**config.mk**
```make
export PLATFORM = sky130hd
export DESIGN_NAME = dma_chain_seq
export DESIGN_NICKNAME = d
export VERILOG_FILES = /design/src/rtl/dmaseq_pkg.sv /design/src/rtl/dmaseq_step.sv /design/src/rtl/dmaseq_trig.sv /design/src/rtl/dmaseq_flags.sv /design/src/rtl/dma_chain_seq.sv
export SDC_FILE = /design/constraint.sdc
export NUM_CORES = 1
export LEC_CHECK = 0
export BUFFER_PORTS_ARGS = -buffer_cell sky130_fd_sc_hd__buf_2
export CORE_MARGIN = 4
export CORE_UTILIZATION = 30
export DETAILED_ROUTE_END_ITERATION = 8
export HOLD_SLACK_MARGIN = 0.12
export PLACE_DENSITY = 0.6
export SLEW_MARGIN = 25
export SYNTH_ARGS = -nofsm -noshare
export SYNTH_HDL_FRONTEND = slang
export SYNTH_SLANG_ARGS = --single-unit
```
**constraint.sdc**
```tcl
create_clock -name clk -period 6.8 [get_ports clk]
set_input_delay 1.36 -clock clk [delete_from_list [all_inputs] [get_ports clk]]
set_output_delay 1.36 -clock clk [all_outputs]
set_load 0.03 [all_outputs]
```
**src/rtl/dmaseq_pkg.sv**
```systemverilog
package dmaseq_pkg;

  localparam int CNT_W   = 24;
  localparam int CNT_LSB = 32 - CNT_W;

  typedef enum logic [3:0] {
    ST_IDLE, ST_FETCH, ST_CHECK, ST_WAIT, ST_RD, ST_WR, ST_WB, ST_BLKEND, ST_SUSP
  } seq_state_e;

  function automatic logic [2:0] beat_bytes(input logic [1:0] sz);
    case (sz)
      2'd0:    beat_bytes = 3'd1;
      2'd1:    beat_bytes = 3'd2;
      default: beat_bytes = 3'd4;
    endcase
  endfunction

  function automatic logic [31:0] beat_mask(input logic [1:0] sz);
    case (sz)
      2'd0:    beat_mask = 32'h0000_00FF;
      2'd1:    beat_mask = 32'h0000_FFFF;
      default: beat_mask = 32'hFFFF_FFFF;
    endcase
  endfunction

endpackage

```
**src/rtl/dmaseq_step.sv**
```systemverilog
module dmaseq_step #(
  parameter int AW = 32
) (
  input  logic [AW-1:0] cur,
  input  logic [1:0]    size,
  input  logic          inc,
  output logic [AW-1:0] nxt
);
  import dmaseq_pkg::*;

  always_comb begin
    if (inc) nxt = cur + AW'(beat_bytes(size));
    else     nxt = cur;
  end

endmodule

```
**src/rtl/dmaseq_trig.sv**
```systemverilog
module dmaseq_trig (
  input  logic clk,
  input  logic rst_n,
  input  logic trig,
  input  logic consume,
  input  logic drop,
  output logic pend,
  output logic ovr_set
);

  always_ff @(posedge clk or negedge rst_n) begin
    if (!rst_n)    pend <= 1'b0;
    else if (drop) pend <= 1'b0;
    else           pend <= (pend & ~consume) | trig;
  end

  assign ovr_set = trig & pend & ~consume & ~drop;

  assert_consume_needs_pend_R5: assert property (@(posedge clk) disable iff (!rst_n)
    consume |-> pend);

  assert_trig_captured_R12: assert property (@(posedge clk) disable iff (!rst_n)
    (trig && !drop) |=> pend);

endmodule

```
**src/rtl/dmaseq_flags.sv**
```systemverilog
module dmaseq_flags #(
  parameter int N = 3
) (
  input  logic         clk,
  input  logic         rst_n,
  input  logic [N-1:0] set,
  input  logic [N-1:0] clr,
  output logic [N-1:0] q
);

  for (genvar i = 0; i < N; i++) begin : g_flag
    always_ff @(posedge clk or negedge rst_n) begin
      if (!rst_n)      q[i] <= 1'b0;
      else if (set[i]) q[i] <= 1'b1;
      else if (clr[i]) q[i] <= 1'b0;
    end

    assert_set_wins_R13: assert property (@(posedge clk) disable iff (!rst_n)
      set[i] |=> q[i]);
  end

endmodule

```
**src/rtl/dma_chain_seq.sv**
```systemverilog
module dma_chain_seq #(
  parameter int AW = 32
) (
  input  logic          clk,
  input  logic          rst_n,
  input  logic          en,
  input  logic          resume,
  input  logic          trig,
  input  logic [AW-1:0] first_desc,
  input  logic [AW-1:0] wb_base,
  output logic          desc_req_valid,
  output logic [AW-1:0] desc_req_addr,
  input  logic          desc_req_ready,
  input  logic [31:0]   desc_rdata,
  output logic          mem_valid,
  output logic          mem_write,
  output logic [AW-1:0] mem_addr,
  output logic [1:0]    mem_size,
  output logic [31:0]   mem_wdata,
  input  logic          mem_ready,
  input  logic [31:0]   mem_rdata,
  input  logic          mem_err,
  output logic          wb_valid,
  output logic [AW-1:0] wb_addr,
  output logic [31:0]   wb_data,
  input  logic          wb_ready,
  input  logic          clr_blk,
  input  logic          clr_err,
  input  logic          clr_ovr,
  output logic          busy,
  output logic          suspended,
  output logic          irq_blk,
  output logic          err_flag,
  output logic          ovr_flag
);
  import dmaseq_pkg::*;

  seq_state_e       st;
  logic [1:0]       idx;
  logic             d_valid, d_sinc, d_dinc, d_blk;
  logic [1:0]       d_size, d_act;
  logic [CNT_W-1:0] d_cnt, cnt;
  logic [AW-1:0]    src, dst, nxt_desc, cur_desc;
  logic [AW-1:0]    src_nxt, dst_nxt;
  logic [31:0]      beat_data;
  logic             en_q, first_beat, wb_to_blk;
  logic             pend, ovr_set, consume, go, need_trig, start;
  logic             blk_set, err_set;
  logic [2:0]       flag_q;

  dmaseq_step #(.AW(AW)) u_src_step (.cur(src), .size(d_size), .inc(d_sinc), .nxt(src_nxt));
  dmaseq_step #(.AW(AW)) u_dst_step (.cur(dst), .size(d_size), .inc(d_dinc), .nxt(dst_nxt));

  assign start     = (st == ST_IDLE) & en & ~en_q;
  assign need_trig = ~d_blk | first_beat;
  assign consume   = (st == ST_WAIT) & en & need_trig & pend;
  assign go        = (st == ST_WAIT) & en & (~need_trig | pend);

  dmaseq_trig u_trig (
    .clk(clk), .rst_n(rst_n), .trig(trig), .consume(consume), .drop(start),
    .pend(pend), .ovr_set(ovr_set)
  );

  assign err_set = mem_valid & mem_ready & mem_err;
  assign blk_set = (st == ST_BLKEND) & d_act[0];

  dmaseq_flags #(.N(3)) u_flags (
    .clk(clk), .rst_n(rst_n),
    .set({ovr_set, err_set, blk_set}),
    .clr({clr_ovr, clr_err, clr_blk}),
    .q(flag_q)
  );
  assign irq_blk  = flag_q[0];
  assign err_flag = flag_q[1];
  assign ovr_flag = flag_q[2];

  // Port drive: one request at a time, decoded from the state.
  assign desc_req_valid = (st == ST_FETCH);
  assign desc_req_addr  = cur_desc + AW'({idx, 2'b00});
  assign mem_valid      = (st == ST_RD) | (st == ST_WR);
  assign mem_write      = (st == ST_WR);
  assign mem_addr       = (st == ST_WR) ? dst : src;
  assign mem_size       = d_size;
  assign mem_wdata      = beat_data;
  assign wb_valid       = (st == ST_WB);
  assign wb_addr        = wb_base + AW'({idx, 2'b00});
  always_comb begin
    case (idx)
      2'd0:    wb_data = 32'(cnt);
      2'd1:    wb_data = 32'(src);
      default: wb_data = 32'(dst);
    endcase
  end
  assign busy      = (st != ST_IDLE) & (st != ST_SUSP);
  assign suspended = (st == ST_SUSP);

  always_ff @(posedge clk or negedge rst_n) begin
    if (!rst_n) begin
      st         <= ST_IDLE;
      idx        <= '0;
      d_valid    <= 1'b0;
      d_sinc     <= 1'b0;
      d_dinc     <= 1'b0;
      d_blk      <= 1'b0;
      d_size     <= '0;
      d_act      <= '0;
      d_cnt      <= '0;
      cnt        <= '0;
      src        <= '0;
      dst        <= '0;
      nxt_desc   <= '0;
      cur_desc   <= '0;
      beat_data  <= '0;
      en_q       <= 1'b0;
      first_beat <= 1'b0;
      wb_to_blk  <= 1'b0;
    end else begin
      en_q <= en;
      if (consume) first_beat <= 1'b0;
      case (st)
        ST_IDLE: begin
          if (start) begin
            cur_desc <= first_desc;
            idx      <= '0;
            st       <= ST_FETCH;
          end
        end
        ST_FETCH: begin
          if (desc_req_ready) begin
            idx <= idx + 2'd1;
            case (idx)
              2'd0: begin
                d_valid <= desc_rdata[0];
                d_size  <= desc_rdata[2:1];
                d_sinc  <= desc_rdata[3];
                d_dinc  <= desc_rdata[4];
                d_act   <= desc_rdata[6:5];
                d_blk   <= desc_rdata[7];
                d_cnt   <= desc_rdata[31:CNT_LSB];
              end
              2'd1: src <= desc_rdata[AW-1:0];
              2'd2: dst <= desc_rdata[AW-1:0];
              default: begin
                nxt_desc <= desc_rdata[AW-1:0];
                st       <= ST_CHECK;
              end
            endcase
          end
        end
        ST_CHECK: begin
          cnt <= d_cnt;
          if (!en)                    st <= ST_IDLE;
          else if (!d_valid)          st <= ST_SUSP;
          else if (d_cnt == '0) begin
            wb_to_blk <= 1'b1;
            st        <= ST_WB;
          end else begin
            first_beat <= 1'b1;
            st         <= ST_WAIT;
          end
        end
        ST_WAIT: begin
          if (!en) begin
            wb_to_blk <= 1'b0;
            st        <= ST_WB;
          end else if (go) begin
            st <= ST_RD;
          end
        end
        ST_RD: begin
          if (mem_ready) begin
            if (mem_err) st <= ST_IDLE;
            else begin
              beat_data <= mem_rdata & beat_mask(d_size);
              st        <= ST_WR;
            end
          end
        end
        ST_WR: begin
          if (mem_ready) begin
            if (mem_err) st <= ST_IDLE;
            else begin
              cnt <= cnt - CNT_W'(1);
              src <= src_nxt;
              dst <= dst_nxt;
              if (cnt == CNT_W'(1)) begin
                wb_to_blk <= 1'b1;
                st        <= ST_WB;
              end else if (!en) begin
                wb_to_blk <= 1'b0;
                st        <= ST_WB;
              end else begin
                st <= ST_WAIT;
              end
            end
          end
        end
        ST_WB: begin
          if (wb_ready) begin
            if (idx == 2'd2) begin
              idx <= '0;
              st  <= wb_to_blk ? ST_BLKEND : ST_IDLE;
            end else begin
              idx <= idx + 2'd1;
            end
          end
        end
        ST_BLKEND: begin
          idx <= '0;
          if (nxt_desc != '0) cur_desc <= nxt_desc;
          if (d_act[1] || nxt_desc == '0) st <= ST_SUSP;
          else                            st <= ST_FETCH;
        end
        ST_SUSP: begin
          idx <= '0;
          if (!en)         st <= ST_IDLE;
          else if (resume) st <= ST_FETCH;
        end
        default: st <= ST_IDLE;
      endcase
    end
  end

  assert_one_port_R14: assert property (@(posedge clk) disable iff (!rst_n)
    $onehot0({desc_req_valid, mem_valid, wb_valid}));

  assert_hold_request_R14: assert property (@(posedge clk) disable iff (!rst_n)
    (mem_valid && !mem_ready) |=> (mem_valid && $stable(mem_addr) && $stable(mem_write)));

  assert_error_stops_R10: assert property (@(posedge clk) disable iff (!rst_n)
    (mem_valid && mem_ready && mem_err) |=> (!busy && !suspended && err_flag));

  assert_invalid_suspends_R2: assert property (@(posedge clk) disable iff (!rst_n)
    (st == ST_CHECK && en && !d_valid) |=> suspended);

  assert_fixed_source_R4: assert property (@(posedge clk) disable iff (!rst_n)
    (mem_write && mem_valid && mem_ready && !mem_err && !d_sinc) |=> $stable(src));

  assert_abort_writes_back_R11: assert property (@(posedge clk) disable iff (!rst_n)
    (st == ST_WAIT && !en) |=> wb_valid);

endmodule

```
==> flow_summary.yaml <==
grt:
  grt_pass1_vias: 12800
  grt-ovfl-total: 0
  track_usage_pct: 19.4
  globalRouteMet1Util_pct: 27.5
  met2_usage_pct: 30.6
  grt_max_degree: 102
  grt_pass1_wl_um: 76800
  grt.busiest_layer: "met2"
  antenna_found_initial: 4
  met3_usage_pct: 3.79
synth:
  avgSynthCellArea_um2: 8.57
  yosys.area.top_type: "dfrtp_1"
  ys_seq_elements: 229
  synth-warning-count: 0
  synth_cells: 1602
  yosysSeqAreaShare_pct: 41.8
  synth_top_area_share_pct: 41.8
  synth_most_common_cell: "nand2_1"
  ys_top_cells_by_area: "dfrtp_1 (42%), nand2_1 (8.3%), mux2_2 (6.0%)"
  ys.flop_type: "dfrtp_1"
  syn_area_um2: 13700
  netlist_top_cells_count: "nand2_1 (302), dfrtp_1 (229), a21oi_1 (143)"
  ys_async_sr_fraction_pct: 100
  synth-edff-count: 0
  synth_cell_types: 71
  synth_nets: 1764
status:
  outcome: "completed"
pwr:
  total_power_w: 0.00900
  swShare_pct: 49.1
  clock_power_share_pct: 18.6
  p_leak_nw: 7.80
  p_switching_w: 0.00442
  power.internal_w: 0.00458
  vdd_drop_max_mv: 0.376
  power_frac_seq_pct: 31.7
  p_per_area_nw_per_um2: 534
  combPwrFrac_pct: 49.7
worst_setup_path:
  cpMostUsedCell: "nand2_1"
  r2r_start: "mem_size[1]"
  max_stage_delay_ns: 0.71
  end_kind: "output port"
  cp-start-kind: "flip-flop"
  startpoint: "st[2]"
  crit_slowest_cell: "dfrtp_1"
  crit_chain: "nor2b_1, nand2_4, inv_4, buf_4, nand2_1, nand2_1, buf_2"
  required_ns: 5.44
  critical_path.max_fanout: 67
  arrival_ns: 3.68
  critical_path_class: "flip-flop to output port"
timing:
  clock_skew_ns: 0.0349
  hold_viol_final: 0
  worstMarginPinSlew_ns: 1.13
  fin_setup_tns_ns: 0
  rsz0062_at_grt: "no"
  slew_viol_final: 0
  finalSetupViolations: 0
  period_share_pct: 74.0
  slew-limit-headroom_pct: 24.2
  fmax_mhz: 199
  min_period_ns: 5.04
place:
  dp_cells: 2425
  dp_hpwl_um: 37500
  port_buffers: 306
  gp_congestion: 0.928
clocking:
  cts_tree: "done"
  cts_resized: 0
  clk_latency_ns: 0.57
  cts_hold_buf: 0
  htreeDepth: 1
  clk_pin_slew_worst_paths_ns: 0.06
  numCtsBuffers: 28
  post_cts_buffers: 0
  root_buffer: "clkbuf_16"
  cts.path.max_buffers: 3
  clkSinkCount: 229
layout:
  syn_to_final_growth_pct: 22.9
  drive_gt1_share_pct: 26.1
  nets: 2017
  layout.cells.non_filler: 2480
  final_util_pct: 37.2
worst_hold_path:
  hold_path_class: "flip-flop to flip-flop"
  min_from: "mem_wdata[9]"
routing:
  drc: 0
  drt_iter0_markers: 1163
  route.detailed.wl_per_inst_um: 20.1
  ant_nets: 0
  vias_per_cell: 5.33
  vias: 13200
  dr.pass1.iters: 5
  finalWirelength_um: 49900
die:
  core_area_um2: 45300
  dieWidth_um: 222
  fp.dieH_um: 222
  die_area_um2: 49200
  rows: 78
  ios: 311
  start_util_pct: 30.3
run:
  maxCapViolCount: 0
-- power groups by stage --
stage               Sequential [W]  Combinational, W  Clock (W)
finish                     0.00286           0.00447    0.00168
floorplan                  0.00266           0.00313          0
CTS                        0.00284           0.00450    0.00172
global route               0.00295           0.00487    0.00178
global placement           0.00283           0.00441          0
detailed placement         0.00285           0.00448          0
-- critical path, delay by kind of cell, from the launching register on --
kind          cells  cell delay (ns)
buf+inv           3             1.25
simple gates      4             1.11
flops             1             0.71
-- cell type report --
cell class                      instances  area, um2
Sequential cell                       229       5730
Antenna cell                            3       7.51
Clock buffer                           39        843
Tap cell                              600        751
Fill cell                            4664      28400
Clock inverter                         13        201
Timing Repair Buffer                  331       1730
Multi-Input combinational cell       1233       7480
Inverter                               32        123
-- sequential cells by signal (all words and copies together), names as in the netlist, 3 cells and up --
register	cells
st	4
u_flags.q	3
src	32
d_cnt	24
nxt_desc	32
cnt	24
dst	32
mem_wdata	32
cur_desc	32
-- cells by family after synthesis --
family,share of synthesized area (%)
simple gates,21.6
compound gates,18.3
flops,41.8
buf+inv,4.06
mux,8.48
xor+xnor,3.64
fa+ha+maj,2.22
-- worst paths after layout --
kind,end,slack (ns),cells after the start
hold / removal,mem_wdata[9],0.48,2
max in group asynchronous,nxt_desc[3],4.54,2
setup reg to reg,src[22],2.79,12
min in group asynchronous,cur_desc[26],0.84,1
setup / recovery,mem_addr[26],1.76,7
hold reg to reg,mem_wdata[9],0.48,2
-- stage by stage --
stage	setup slack [ns]	instance area [um2]	hold WS, ns
3_3_place_gp	2.04	15800	0.458
6_report	1.76	16900	0.477
2_1_floorplan	2.07	13700	0.471
3_5_place_dp	1.97	15800	0.465
5_1_grt	1.46	16900	0.492
4_1_cts	1.77	16900	0.478
-- cell usage in the layout, fill, tap and decap left out, drive strengths merged, types with 6 or more instances in the layout --
cell	n
buf	331
nand2	302
dfrtp	229
a21oi	145
nor2	116
o21ai	103
mux2	74
nand3	49
xnor2	43
clkbuf	39
o22ai	37
mux2i	33
a22oi	32
inv	32
nor3	26
nand4	23
nor4	23
a2bb2oi	20
and3	19
ha	18
nor2b	15
xor2	14
and4	11
a31oi	10
nand2b	9
a22o	9
or2	9
a21o	8
o22a	8
or3	8
a32oi	6
o211ai	6
-- layer usage --
layer | wire [um] | vias to the layer above
li1 | - | 6220
met1 | 22200 | 6393
met2 | 22800 | 533
met3 | 3710 | 64
met4 | 1110 | 0
met5 | 0 | -
Power figures use the tool's default switching activity.
